--- config.mk ---
export PLATFORM = sky130hd
export DESIGN_NAME = nic_regbank
export DESIGN_NICKNAME = d
export VERILOG_FILES = /design/src/rtl/nic_regbank_pkg.sv /design/src/rtl/nic_reg_decode.sv /design/src/rtl/nic_irq_status.sv /design/src/rtl/nic_done_track.sv /design/src/rtl/nic_regbank.sv
export SDC_FILE = /design/constraint.sdc
export NUM_CORES = 1
export LEC_CHECK = 0
export BUFFER_PORTS_ARGS = -buffer_cell sky130_fd_sc_hd__buf_2
export CAP_MARGIN = 30
export CORE_AREA = 2 2 282 284
export DETAILED_ROUTE_END_ITERATION = 7
export DIE_AREA = 0 0 284 286
export PLACE_DENSITY = 0.59
export SYNTH_ARGS = -nofsm -noshare
export SYNTH_HDL_FRONTEND = slang
export SYNTH_SLANG_ARGS = --single-unit
--- constraint.sdc ---
create_clock -name clk -period 8.1 [get_ports clk]
set_clock_uncertainty 0.15 [all_clocks]
set_input_delay 1.215 -clock clk [delete_from_list [all_inputs] [get_ports clk]]
set_output_delay 1.215 -clock clk [all_outputs]
set_load 0.005 [all_outputs]
--- src/rtl/nic_regbank_pkg.sv ---
package nic_regbank_pkg;

  localparam int unsigned SLOT_W = 5;

  typedef struct packed {
    logic valid;
    logic wide;
    logic rd_ok;
    logic wr_ok;
  } reg_attr_t;

  localparam logic [SLOT_W-1:0] SL_CFG    = 5'd0;
  localparam logic [SLOT_W-1:0] SL_CMD    = 5'd1;
  localparam logic [SLOT_W-1:0] SL_ISTAT  = 5'd2;
  localparam logic [SLOT_W-1:0] SL_IMASK  = 5'd3;
  localparam logic [SLOT_W-1:0] SL_RXMC   = 5'd4;
  localparam logic [SLOT_W-1:0] SL_TXMC   = 5'd5;
  localparam logic [SLOT_W-1:0] SL_RXMI   = 5'd6;
  localparam logic [SLOT_W-1:0] SL_RXFS   = 5'd8;
  localparam logic [SLOT_W-1:0] SL_TXFS   = 5'd9;
  localparam logic [SLOT_W-1:0] SL_RXMK   = 5'd10;
  localparam logic [SLOT_W-1:0] SL_TXMK   = 5'd11;
  localparam logic [SLOT_W-1:0] SL_RXDESC = 5'd12;
  localparam logic [SLOT_W-1:0] SL_RXDONE = 5'd14;
  localparam logic [SLOT_W-1:0] SL_RXWAIT = 5'd16;
  localparam logic [SLOT_W-1:0] SL_TXDESC = 5'd18;
  localparam logic [SLOT_W-1:0] SL_TXDONE = 5'd20;
  localparam logic [SLOT_W-1:0] SL_TXWAIT = 5'd22;
  localparam logic [SLOT_W-1:0] SL_MAC    = 5'd24;

  function automatic reg_attr_t slot_attr(input logic [SLOT_W-1:0] s);
    reg_attr_t a;
    a = '0;
    case (s)
      SL_CFG, SL_ISTAT, SL_IMASK:
        a = '{valid: 1'b1, wide: 1'b0, rd_ok: 1'b1, wr_ok: 1'b1};
      SL_CMD:
        a = '{valid: 1'b1, wide: 1'b0, rd_ok: 1'b0, wr_ok: 1'b1};
      SL_RXMC, SL_TXMC, SL_RXMI, SL_RXFS, SL_TXFS, SL_RXMK, SL_TXMK:
        a = '{valid: 1'b1, wide: 1'b0, rd_ok: 1'b1, wr_ok: 1'b0};
      SL_RXDESC, SL_TXDESC:
        a = '{valid: 1'b1, wide: 1'b1, rd_ok: 1'b1, wr_ok: 1'b1};
      SL_RXDONE, SL_RXWAIT, SL_TXDONE, SL_TXWAIT, SL_MAC:
        a = '{valid: 1'b1, wide: 1'b1, rd_ok: 1'b1, wr_ok: 1'b0};
      default: a = '0;
    endcase
    return a;
  endfunction

endpackage

--- src/rtl/nic_reg_decode.sv ---
module nic_reg_decode
  import nic_regbank_pkg::*;
#(
  parameter int unsigned ADDR_W = 7,
  parameter int unsigned SPAN   = 104
) (
  input  logic [ADDR_W-1:0] addr,
  input  logic [3:0]        bytes,
  input  logic              write,
  output logic [SLOT_W-1:0] slot,
  output logic              bad
);
  localparam logic [3:0] NARROW_B = 4'd4;
  localparam logic [3:0] WIDE_B   = 4'd8;

  reg_attr_t  attr;
  logic       in_span;
  logic       aligned;
  logic       size_ok;
  logic       dir_ok;

  always_comb begin
    slot    = SLOT_W'(addr[ADDR_W-1:2]);
    attr    = slot_attr(slot);
    in_span = addr < ADDR_W'(SPAN);
    aligned = (addr[1:0] == 2'b00);
    size_ok = (bytes == (attr.wide ? WIDE_B : NARROW_B));
    dir_ok  = write ? attr.wr_ok : attr.rd_ok;
    bad     = !(in_span && aligned && attr.valid && size_ok && dir_ok);
  end
endmodule

--- src/rtl/nic_irq_status.sv ---
module nic_irq_status #(
  parameter int unsigned W = 8
) (
  input  logic         clk,
  input  logic         rst,
  input  logic [W-1:0] set_i,
  input  logic [W-1:0] w1c_i,
  input  logic         rdclr_i,
  output logic [W-1:0] q_o
);
  logic [W-1:0] keep;

  always_comb keep = rdclr_i ? '0 : (q_o & ~w1c_i);

  always_ff @(posedge clk) begin
    if (rst) q_o <= '0;
    else     q_o <= keep | set_i;
  end

  // after a read-clear only the bits set in that same cycle remain
  a_r7_read_clears: assert property (@(posedge clk) disable iff (rst)
    rdclr_i |=> (q_o == $past(set_i)));
endmodule

--- src/rtl/nic_done_track.sv ---
module nic_done_track #(
  parameter int unsigned PKT_W  = 16,
  parameter int unsigned LEN_W  = 20,
  parameter int unsigned WORD_W = 64
) (
  input  logic              clk,
  input  logic              rst,
  input  logic              post_i,
  input  logic              cpl_i,
  input  logic [LEN_W-1:0]  cpl_len_i,
  input  logic [PKT_W-1:0]  pkts_i,
  input  logic [1:0]        lvl_i,
  output logic [WORD_W-1:0] word_o
);
  localparam int unsigned PKT_LSB  = WORD_W / 2;
  localparam int unsigned BUSY_BIT = PKT_LSB - 1;
  localparam int unsigned CPL_BIT  = PKT_LSB - 2;
  localparam int unsigned LVL_LSB  = PKT_LSB - 4;

  logic             busy_q;
  logic             cpl_q;
  logic [LEN_W-1:0] len_q;

  always_ff @(posedge clk) begin
    if (rst) begin
      busy_q <= 1'b0;
      cpl_q  <= 1'b0;
      len_q  <= '0;
    end else if (post_i) begin
      busy_q <= 1'b1;
      cpl_q  <= 1'b0;
      len_q  <= '0;
    end else if (cpl_i) begin
      busy_q <= 1'b0;
      cpl_q  <= 1'b1;
      len_q  <= cpl_len_i;
    end
  end

  always_comb begin
    word_o = '0;
    word_o[PKT_LSB +: PKT_W]  = pkts_i;
    word_o[BUSY_BIT]          = busy_q;
    word_o[CPL_BIT]           = cpl_q;
    word_o[LVL_LSB +: 2]      = lvl_i;
    word_o[LEN_W-1:0]         = len_q;
  end

  // a post leaves only busy set
  a_r8_post_busy_only: assert property (@(posedge clk) disable iff (rst)
    post_i |=> (busy_q && !cpl_q && len_q == '0));
  // a completion clears busy and captures the length
  a_r9_cpl_capture: assert property (@(posedge clk) disable iff (rst)
    (cpl_i && !post_i) |=> (!busy_q && cpl_q && len_q == $past(cpl_len_i)));
endmodule

--- src/rtl/nic_regbank.sv ---
module nic_regbank
  import nic_regbank_pkg::*;
#(
  parameter int unsigned ADDR_W     = 7,
  parameter int unsigned SPAN       = 104,
  parameter int unsigned REG_W      = 32,
  parameter int unsigned MAC_W      = 48,
  parameter int unsigned PKT_W      = 16,
  parameter int unsigned LEN_W      = 20,
  parameter int unsigned INTR_W     = 8,
  parameter int unsigned THREAD_BIT = 8,
  parameter logic [31:0] MASK_INIT  = 32'h0000_008A
) (
  input  logic              clk,
  input  logic              rst,
  input  logic              req_valid,
  input  logic              req_write,
  input  logic [ADDR_W-1:0] req_addr,
  input  logic [3:0]        req_bytes,
  input  logic [63:0]       req_wdata,
  output logic              rsp_valid,
  output logic              rsp_err,
  output logic [63:0]       rsp_rdata,
  input  logic              thread_en_i,
  input  logic [REG_W-1:0]  init_rx_max_copy,
  input  logic [REG_W-1:0]  init_tx_max_copy,
  input  logic [REG_W-1:0]  init_rx_max_intr,
  input  logic [REG_W-1:0]  init_rx_fifo_size,
  input  logic [REG_W-1:0]  init_tx_fifo_size,
  input  logic [REG_W-1:0]  init_rx_mark,
  input  logic [REG_W-1:0]  init_tx_mark,
  input  logic [MAC_W-1:0]  mac_i,
  input  logic [PKT_W-1:0]  rx_pkts_i,
  input  logic [PKT_W-1:0]  tx_pkts_i,
  input  logic [REG_W-1:0]  tx_free_i,
  input  logic [REG_W-1:0]  tx_occ_i,
  input  logic [INTR_W-1:0] intr_set_i,
  input  logic              rx_cpl_i,
  input  logic [LEN_W-1:0]  rx_cpl_len_i,
  input  logic              tx_cpl_i,
  input  logic [LEN_W-1:0]  tx_cpl_len_i,
  output logic [REG_W-1:0]  cfg_o,
  output logic [63:0]       rx_desc_o,
  output logic [63:0]       tx_desc_o,
  output logic              rx_post_o,
  output logic              tx_post_o,
  output logic              soft_rst_o,
  output logic              istat_clr_o
);
  localparam int unsigned WORD_W = 2 * REG_W;
  localparam int unsigned NDIR   = 2;
  localparam logic [REG_W-1:0] CFG_RST = REG_W'(1) << THREAD_BIT;

  logic [SLOT_W-1:0] slot;
  logic              bad;
  logic              acc, wr_acc, rd_acc;
  logic              cmd_rst, dev_rst;
  logic              istat_rd;
  logic [INTR_W-1:0] istat_w1c;
  logic [INTR_W-1:0] istat_q;

  logic [REG_W-1:0]  mask_q;
  logic [REG_W-1:0]  rx_max_copy_q, tx_max_copy_q, rx_max_intr_q;
  logic [REG_W-1:0]  rx_fifo_size_q, tx_fifo_size_q, rx_mark_q, tx_mark_q;
  logic [MAC_W-1:0]  mac_q;
  logic [WORD_W-1:0] rd_mux;

  logic [NDIR-1:0]              post;
  logic [NDIR-1:0]              cpl;
  logic [NDIR-1:0][LEN_W-1:0]   cpl_len;
  logic [NDIR-1:0][PKT_W-1:0]   pkts;
  logic [NDIR-1:0][1:0]         lvl;
  logic [NDIR-1:0][WORD_W-1:0]  done_word;

  nic_reg_decode #(.ADDR_W(ADDR_W), .SPAN(SPAN)) u_dec (
    .addr(req_addr), .bytes(req_bytes), .write(req_write),
    .slot(slot), .bad(bad)
  );

  always_comb begin
    acc       = req_valid && !bad;
    wr_acc    = acc && req_write;
    rd_acc    = acc && !req_write;
    cmd_rst   = wr_acc && (slot == SL_CMD) && req_wdata[0];
    dev_rst   = rst || cmd_rst;
    istat_rd  = rd_acc && (slot == SL_ISTAT);
    istat_w1c = (wr_acc && slot == SL_ISTAT) ? req_wdata[INTR_W-1:0] : '0;
    post[0]   = wr_acc && (slot == SL_RXDESC);
    post[1]   = wr_acc && (slot == SL_TXDESC);
    cpl[0]    = rx_cpl_i;
    cpl[1]    = tx_cpl_i;
    cpl_len[0] = rx_cpl_len_i;
    cpl_len[1] = tx_cpl_len_i;
    pkts[0]   = rx_pkts_i;
    pkts[1]   = tx_pkts_i;
    lvl[0]    = 2'b00;
    lvl[1]    = {tx_free_i < tx_max_copy_q, tx_occ_i < tx_mark_q};
  end

  nic_irq_status #(.W(INTR_W)) u_istat (
    .clk(clk), .rst(dev_rst), .set_i(intr_set_i), .w1c_i(istat_w1c),
    .rdclr_i(istat_rd), .q_o(istat_q)
  );

  for (genvar g = 0; g < NDIR; g++) begin : g_dir
    nic_done_track #(.PKT_W(PKT_W), .LEN_W(LEN_W), .WORD_W(WORD_W)) u_done (
      .clk(clk), .rst(dev_rst), .post_i(post[g]), .cpl_i(cpl[g]),
      .cpl_len_i(cpl_len[g]), .pkts_i(pkts[g]), .lvl_i(lvl[g]),
      .word_o(done_word[g])
    );
  end

  always_ff @(posedge clk) begin
    if (dev_rst) begin
      cfg_o          <= CFG_RST & {REG_W{thread_en_i}};
      mask_q         <= MASK_INIT[REG_W-1:0];
      rx_desc_o      <= '0;
      tx_desc_o      <= '0;
      rx_max_copy_q  <= init_rx_max_copy;
      tx_max_copy_q  <= init_tx_max_copy;
      rx_max_intr_q  <= init_rx_max_intr;
      rx_fifo_size_q <= init_rx_fifo_size;
      tx_fifo_size_q <= init_tx_fifo_size;
      rx_mark_q      <= init_rx_mark;
      tx_mark_q      <= init_tx_mark;
      mac_q          <= mac_i;
    end else if (wr_acc) begin
      case (slot)
        SL_CFG:    cfg_o     <= req_wdata[REG_W-1:0];
        SL_IMASK:  mask_q    <= req_wdata[REG_W-1:0];
        SL_RXDESC: rx_desc_o <= req_wdata;
        SL_TXDESC: tx_desc_o <= req_wdata;
        default: ;
      endcase
    end
  end

  always_comb begin
    case (slot)
      SL_CFG:                rd_mux = WORD_W'(cfg_o);
      SL_ISTAT:              rd_mux = WORD_W'(istat_q);
      SL_IMASK:              rd_mux = WORD_W'(mask_q);
      SL_RXMC:               rd_mux = WORD_W'(rx_max_copy_q);
      SL_TXMC:               rd_mux = WORD_W'(tx_max_copy_q);
      SL_RXMI:               rd_mux = WORD_W'(rx_max_intr_q);
      SL_RXFS:               rd_mux = WORD_W'(rx_fifo_size_q);
      SL_TXFS:               rd_mux = WORD_W'(tx_fifo_size_q);
      SL_RXMK:               rd_mux = WORD_W'(rx_mark_q);
      SL_TXMK:               rd_mux = WORD_W'(tx_mark_q);
      SL_RXDESC:             rd_mux = rx_desc_o;
      SL_TXDESC:             rd_mux = tx_desc_o;
      SL_RXDONE, SL_RXWAIT:  rd_mux = done_word[0];
      SL_TXDONE, SL_TXWAIT:  rd_mux = done_word[1];
      SL_MAC:                rd_mux = WORD_W'(mac_q);
      default:               rd_mux = '0;
    endcase
  end

  always_ff @(posedge clk) begin
    if (rst) begin
      rsp_valid   <= 1'b0;
      rsp_err     <= 1'b0;
      rsp_rdata   <= '0;
      rx_post_o   <= 1'b0;
      tx_post_o   <= 1'b0;
      soft_rst_o  <= 1'b0;
      istat_clr_o <= 1'b0;
    end else begin
      rsp_valid   <= req_valid;
      rsp_err     <= req_valid && bad;
      rsp_rdata   <= rd_acc ? rd_mux : '0;
      rx_post_o   <= post[0];
      tx_post_o   <= post[1];
      soft_rst_o  <= cmd_rst;
      istat_clr_o <= istat_rd;
    end
  end

  // a rejected request yields zero data and no strobe
  a_r3_reject_quiet: assert property (@(posedge clk) disable iff (rst)
    (rsp_valid && rsp_err) |-> (rsp_rdata == '0 && !rx_post_o && !tx_post_o
                                && !soft_rst_o && !istat_clr_o));
  // every request is answered on the next cycle
  a_r4_one_cycle: assert property (@(posedge clk) disable iff (rst)
    req_valid |=> rsp_valid);
  // a single request raises at most one strobe
  a_r4_strobe_onehot: assert property (@(posedge clk) disable iff (rst)
    $onehot0({rx_post_o, tx_post_o, soft_rst_o, istat_clr_o}));
  // a command reset leaves config and descriptors at reset values
  a_r6_soft_reset_state: assert property (@(posedge clk) disable iff (rst)
    soft_rst_o |-> (cfg_o == (CFG_RST & {REG_W{thread_en_i}})
                    && rx_desc_o == '0 && tx_desc_o == '0));
endmodule

==> reports/results.tsv, run 1 <==
metric	value	unit
status	finished clean	
slowest_delay	0.65	ns
fp.dieH	286	µm
dieArea	0.0812	mm²
grt_pass1_wl	147	mm
synth_cell_type_count	54	
yosys-top-cells-area	edfxtp_1, dfxtp_1, nand2_1	
slew_headroom	29.3	%
num_io_pins	728	
grt_max_degree	123	
arrival	4.75	ns
synth_area	0.0232	mm²
fin_area	0.0301	mm²
leakage	0.0123	µW
cts_made_buffers	68	
post-route-period-util	57.6	%
port-buffer-count	727	
post_cts_buffers	0	
syn_nets	2687	
clock_latency	0.62	ns
syn_to_final_growth	30.1	%
setup_viol	0	
async_flop_share	0	%
yosys_warnings	0	
final_core_util	38.4	%
drive_gt1_share	31.5	%
critPathSlowestCell	a221o_1	
cts-root-buf	clkbuf_16	
whs	0.303	ns
cp-end-kind	flop	
hpwlAfterDp	76.9	mm
num_vias	20600	
setup.worst_path.start_class	input pin	
finalWorstSetupSlack	3.43	ns
wl	107	mm
nNetsFinal	3384	
yosysMostFrequentCell	nand2_1	
min_to	mask_q[29]$_SDFFE_PP0P_	
synthTopCellsByCount	nand2_1, dfxtp_1, edfxtp_1	
grtUsageTotal	25.3	%
period_minus_slack	4.67	ns
synth_edf_count	273	
clkTransAtPathRegs	0.06	ns
drc	0	
ys_seq_elements	586	
cp_max_fo	122	
ys.flop_type	dfxtp_1	
ir_drop	167	µV
max_freq	0.214	GHz
grt_antenna_before_repair	22	
die_w	284	µm
drt_iter0_drc	1781	
cts_tree	done	
rrSetupSlack	4.88	ns
crit_chain	buf_2, a21oi_1, or4b_1, a221o_1, nor3_2, a21oi_2, inv_8, buf_4	
ant_nets	0	
clk_path_buf_depth	3	
start_util	29.6	%
r2r_cells	8	
first_pass_iters	7	
path_delay_family	buffers and inverters	
finalHoldViolCount	0	
overflow	0	
h-tree-depth	3	
preCtsSetupSlack	2.87	ns
ys_seq_area_share	62.5	%
rsz0062_at_grt	no	
place_congestion	0.898	
worstPathRequired	8.19	ns
powerDensity	225	mW/mm²
tightest_slew	1.06	ns
syn_avg_cell_area	10.9	µm²
slew_violations	0	
whs_path_depth	2	
r2r_end	rsp_rdata[28]$_SDFF_PP0_	
setup_tns	0	ns
min-delay-start	mask_q[29]$_SDFFE_PP0P_	
hold_path_class	reg -> reg	
maxCapViolCount	0	
wl_per_cell	27.2	µm
criticalPathCategory	in -> reg	
synth_top_area_share	35.4	%
grt_pass1_vias	19900	
synth_cells	2127	
r2r-start	tx_mark_q[31]$_DFFE_PP_	
cts.repair.resized	0	
fp.coreArea	0.0784	mm²
via_per_inst	5.22	
cp_num_buf_inv	3	
cts_sinks	586	
rows	103	
placed_area	0.0279	mm²
hold_buffers	0	
yosysTopAreaCell	edfxtp_1	
## cells in the final DEF, fill, tap and decap left out, types with 6 or more instances in the layout
cell type / instances
mux2i_1: 41
nor3_1: 6
o21ai_0: 9
a31oi_1: 25
a22oi_1: 192
inv_1: 76
buf_2: 728
nor2_1: 72
a22o_1: 9
a21o_1: 7
dfxtp_1: 313
nand2_1: 441
nand4_1: 20
ha_1: 62
buf_4: 36
nand2b_1: 6
clkbuf_1: 15
a221oi_1: 29
a222oi_1: 16
a21oi_1: 271
and3_1: 9
nand3_1: 29
diode_2: 8
nor4_1: 6
nor2_4: 10
clkbuf_16: 70
edfxtp_1: 273
clkinv_2: 15
a311oi_1: 8
## power breakdown
| group | internal, µW | switching [µW] | leakage, µW | total, µW |
|---|---|---|---|---|
| combinational | 167 | 263 | 0.00600 | 430 |
| sequential | 3240 | 56.8 | 0.00520 | 3290 |
| clock | 1740 | 1310 | 0.00106 | 3050 |
| total | 5140 | 1630 | 0.0123 | 6770 |
## kinds of logic after synthesis
kind of cell / count (synthesis) / share of synthesized area (%)
compound gates: 585 / 16.3
buf+inv: 220 / 4.37
fa+ha+maj: 62 / 3.35
mux: 41 / 1.77
flops: 586 / 62.5
simple gates: 633 / 11.8
## state kept, by name, summed over array words and instances, names as in the netlist, 40 cells and up
register            cells
rsp_rdata              64
rx_desc_o              64
tx_desc_o              64
mac_q                  48
g_dir.u_done.len_q     40
## metrics by stage
stage,std cells,total power (µW)
detailed placement,3804,3780
finish,3936,6770
floorplan,2127,3510
global route,3932,6970
CTS,3928,6820
global placement,3799,3780
## worst min-delay path, cell delays in order, from the launching register on
cell and delay [ns]:
dfxtp_1 0.31, nand2_1 0.05, a21oi_1 0.05
## per-layer routing
layer  part of all wire (%)  global-route usage (%)  up-vias
li1                       -                       -     9159
met1                     39                    31.6     9980
met2                     48                    42.4     1172
met3                    8.8                    5.73      223
met4                    3.8                    10.1       18
met5                   0.11                       0        -
## worst max-delay path by stage
stage / from / depth (start not counted) / endpoint / slack [ns]
after global routing: req_addr[6] / 8 / rx_max_intr_q[10]$_DFFE_PP_ / 3.26
final: req_addr[6] / 8 / tx_fifo_size_q[30]$_DFFE_PP_ / 3.43
after detailed placement: req_addr[6] / 8 / rx_mark_q[3]$_DFFE_PP_ / 2.87
after floorplan: req_addr[4] / 8 / mac_q[0]$_DFFE_PP_ / 1.49
after global placement: req_addr[4] / 8 / rx_mark_q[3]$_DFFE_PP_ / 2.96
after CTS: req_addr[6] / 8 / tx_fifo_size_q[11]$_DFFE_PP_ / 3.52
## final cells by class
type | count | area, µm²
clock buffers | 90 | 1880
clock inverters | 34 | 287
inverters | 77 | 297
diodes | 8 | 20.0
multi-input cells | 1321 | 7810
fillers | 7898 | 48200
repair buffers | 770 | 4060
well taps | 1050 | 1310
flip-flops and latches | 586 | 14500
No activity file was read; power rests on OpenSTA's default activity.
==> inputs of run 2 (changes only) <==
Settings changed: ABC_AREA set to 1, CORE_AREA 2 2 282 284 to 2 2 284 286, DIE_AREA 0 0 284 286 to 0 0 286 288.
Clock period 8.1 ns to 4.7 ns, I/O delays scaled along.
==> reports/results.tsv, run 2 <==
metric	value	unit
status	finished clean	
top_regs	rsp_rdata (64), rx_desc_o (64), tx_desc_o (64)	
max_freq	0.338	GHz
synth_cells	2467	
p_switching	2850	µW
synth_cell_type_count	34	
grt_antenna_before_repair	25	
first_pass_iters	7	
slew_violations	0	
tightest_slew	1.00	ns
pwr-share-comb	6.4	%
ys_seq_area_share	61.3	%
place_congestion	0.879	
period_minus_slack	2.96	ns
clk_path_buf_depth	3	
rows	104	
p_int	9140	µW
cts.repair.resized	0	
seq_power_share	47.1	%
port-buffer-count	727	
yosys_warnings	0	
num_vias	21200	
yosys-top-cells-area	edfxtp_1, dfxtp_1, nand2_1	
drc	0	
stdcell_count	4309	
yosysTopAreaCell	edfxtp_1	
synthTopCellsByCount	nand2_1, dfxtp_1, edfxtp_1	
finalHoldViolCount	0	
setup.worst_path.start_class	input pin	
synth_top_area_share	34.7	%
cts-root-buf	clkbuf_16	
wl_per_cell	24.2	µm
place_inst	4167	
syn_to_final_growth	30.8	%
leakage	0.0130	µW
final_common_cell	nand2_1	
worstPathRequired	5.00	ns
drive_gt1_share	28.3	%
hold_buffers	0	
cts_made_buffers	69	
via_per_inst	4.91	
hold_path_class	in -> reg	
synth_area	0.0236	mm²
clkTransAtPathRegs	0.06	ns
slew_headroom	33.2	%
grt_pass1_vias	20100	
p_total	12000	µW
placed_area	0.0285	mm²
setup_tns	0	ns
syn_nets	3027	
most-common-layout-cells	nand2_1, buf_2, dfxtp_1, edfxtp_1, a21oi_1	
ant_nets	0	
hpwlAfterDp	77.7	mm
powerDensity	388	mW/mm²
clkPwrFrac	46.5	%
grtUsageTotal	24.4	%
syn_avg_cell_area	9.57	µm²
fp.coreArea	0.0796	mm²
die_w	286	µm
ir_drop	426	µV
h-tree-depth	3	
fp.dieH	288	µm
arrival	3.27	ns
multi_input_area	0.00809	mm²
post_cts_buffers	0	
drt_iter0_drc	1756	
synth_edf_count	273	
criticalPathCategory	in -> reg	
swShare	23.8	%
post-route-period-util	63.0	%
grt_max_degree	66	
yosysMostFrequentCell	nand2_1	
cts_sinks	586	
wl	104	mm
cp-end-kind	flop	
seqCellArea	0.0145	mm²
rsz0062_at_grt	no	
setup_viol	0	
start_util	29.6	%
cts_tree	done	
maxCapViolCount	0	
grt_pass1_wl	144	mm
ys.flop_type	dfxtp_1	
overflow	0	
fill_cells	8060	
cp_max_fo	11	
fin_area	0.0309	mm²
num_io_pins	728	
nNetsFinal	3738	
dieArea	0.0824	mm²
clock_latency	0.62	ns
async_flop_share	0	%
ys_seq_elements	586	
[run 2: worst paths after layout]
check | startpoint | cells after the start | slack, ns | to
max | req_addr[6] | 10 | 1.74 | rsp_rdata[25]$_SDFF_PP0_
min | init_rx_fifo_size[15] | 1 | 0.11 | rx_fifo_size_q[15]$_DFFE_PP_
max reg2reg | tx_mark_q[7]$_DFFE_PP_ | 10 | 2.59 | rsp_rdata[28]$_SDFF_PP0_
min reg2reg | mask_q[17]$_SDFFE_PP0P_ | 2 | 0.31 | mask_q[17]$_SDFFE_PP0P_
[run 2: logic make-up (layout without fill, tap and decap cells)]
group | Yosys count | in the layout | share of synthesized area [%]
simple gates | 1078 | 1078 | 17.9
flops | 586 | 586 | 61.3
compound gates | 433 | 433 | 11.0
buf+inv | 268 | 1035 | 4.84
fa+ha+maj | 62 | 62 | 3.29
mux | 40 | 40 | 1.70
other cells | 0 | 15 | 0
[run 2: per-layer routing]
metal | up-vias | track usage (%) | wire, µm
met5 | - | 0 | 54
met4 | 8 | 7.92 | 2840
met3 | 158 | 5.65 | 8450
met2 | 990 | 41.6 | 51500
met1 | 10200 | 30.4 | 41300
li1 | 9810 | - | -
[run 2: worst max-delay path, cell delays in order]
cell and delay, ns:
buf_2 0.24, inv_1 0.21, nand2_1 0.13, inv_1 0.08
nand2_1 0.17, clkinv_1 0.47, buf_4 0.34, a22o_1 0.24
nor3_1 0.52, a21oi_1 0.14
[run 2: area by class of cell]
| type | count | share of cell area, % |
|---|---|---|
| Multi-Input combinational cell | 1613 | 26.2 |
| Antenna cell | 15 | 0.122 |
| Inverter | 134 | 1.65 |
| Clock inverter | 42 | 1.61 |
| Timing Repair Buffer | 774 | 13.4 |
| Sequential cell | 586 | 46.8 |
| Tap cell | 1060 | 4.29 |
| Clock buffer | 85 | 5.95 |
[run 2: power by group through the flow]
stage / combinational [µW] / clock (µW) / sequential [µW]
global placement: 762 / 0 / 5750
CTS: 774 / 5680 / 5650
finish: 770 / 5570 / 5650
floorplan: 322 / 0 / 5740
detailed placement: 770 / 0 / 5750
global route: 846 / 5880 / 5660
[run 2: stage by stage]
stage / setup slack [ns] / utilization (%) / hold slack (ns)
4_1_cts: 1.64 / 38.7 / 0.0721
3_3_place_gp: 1.02 / 35.7 / 0.294
2_1_floorplan: 0.296 / - / 0.279
6_report: 1.74 / 38.8 / 0.108
3_5_place_dp: 1.00 / 35.8 / 0.300
5_1_grt: 1.51 / 38.8 / 0.0797
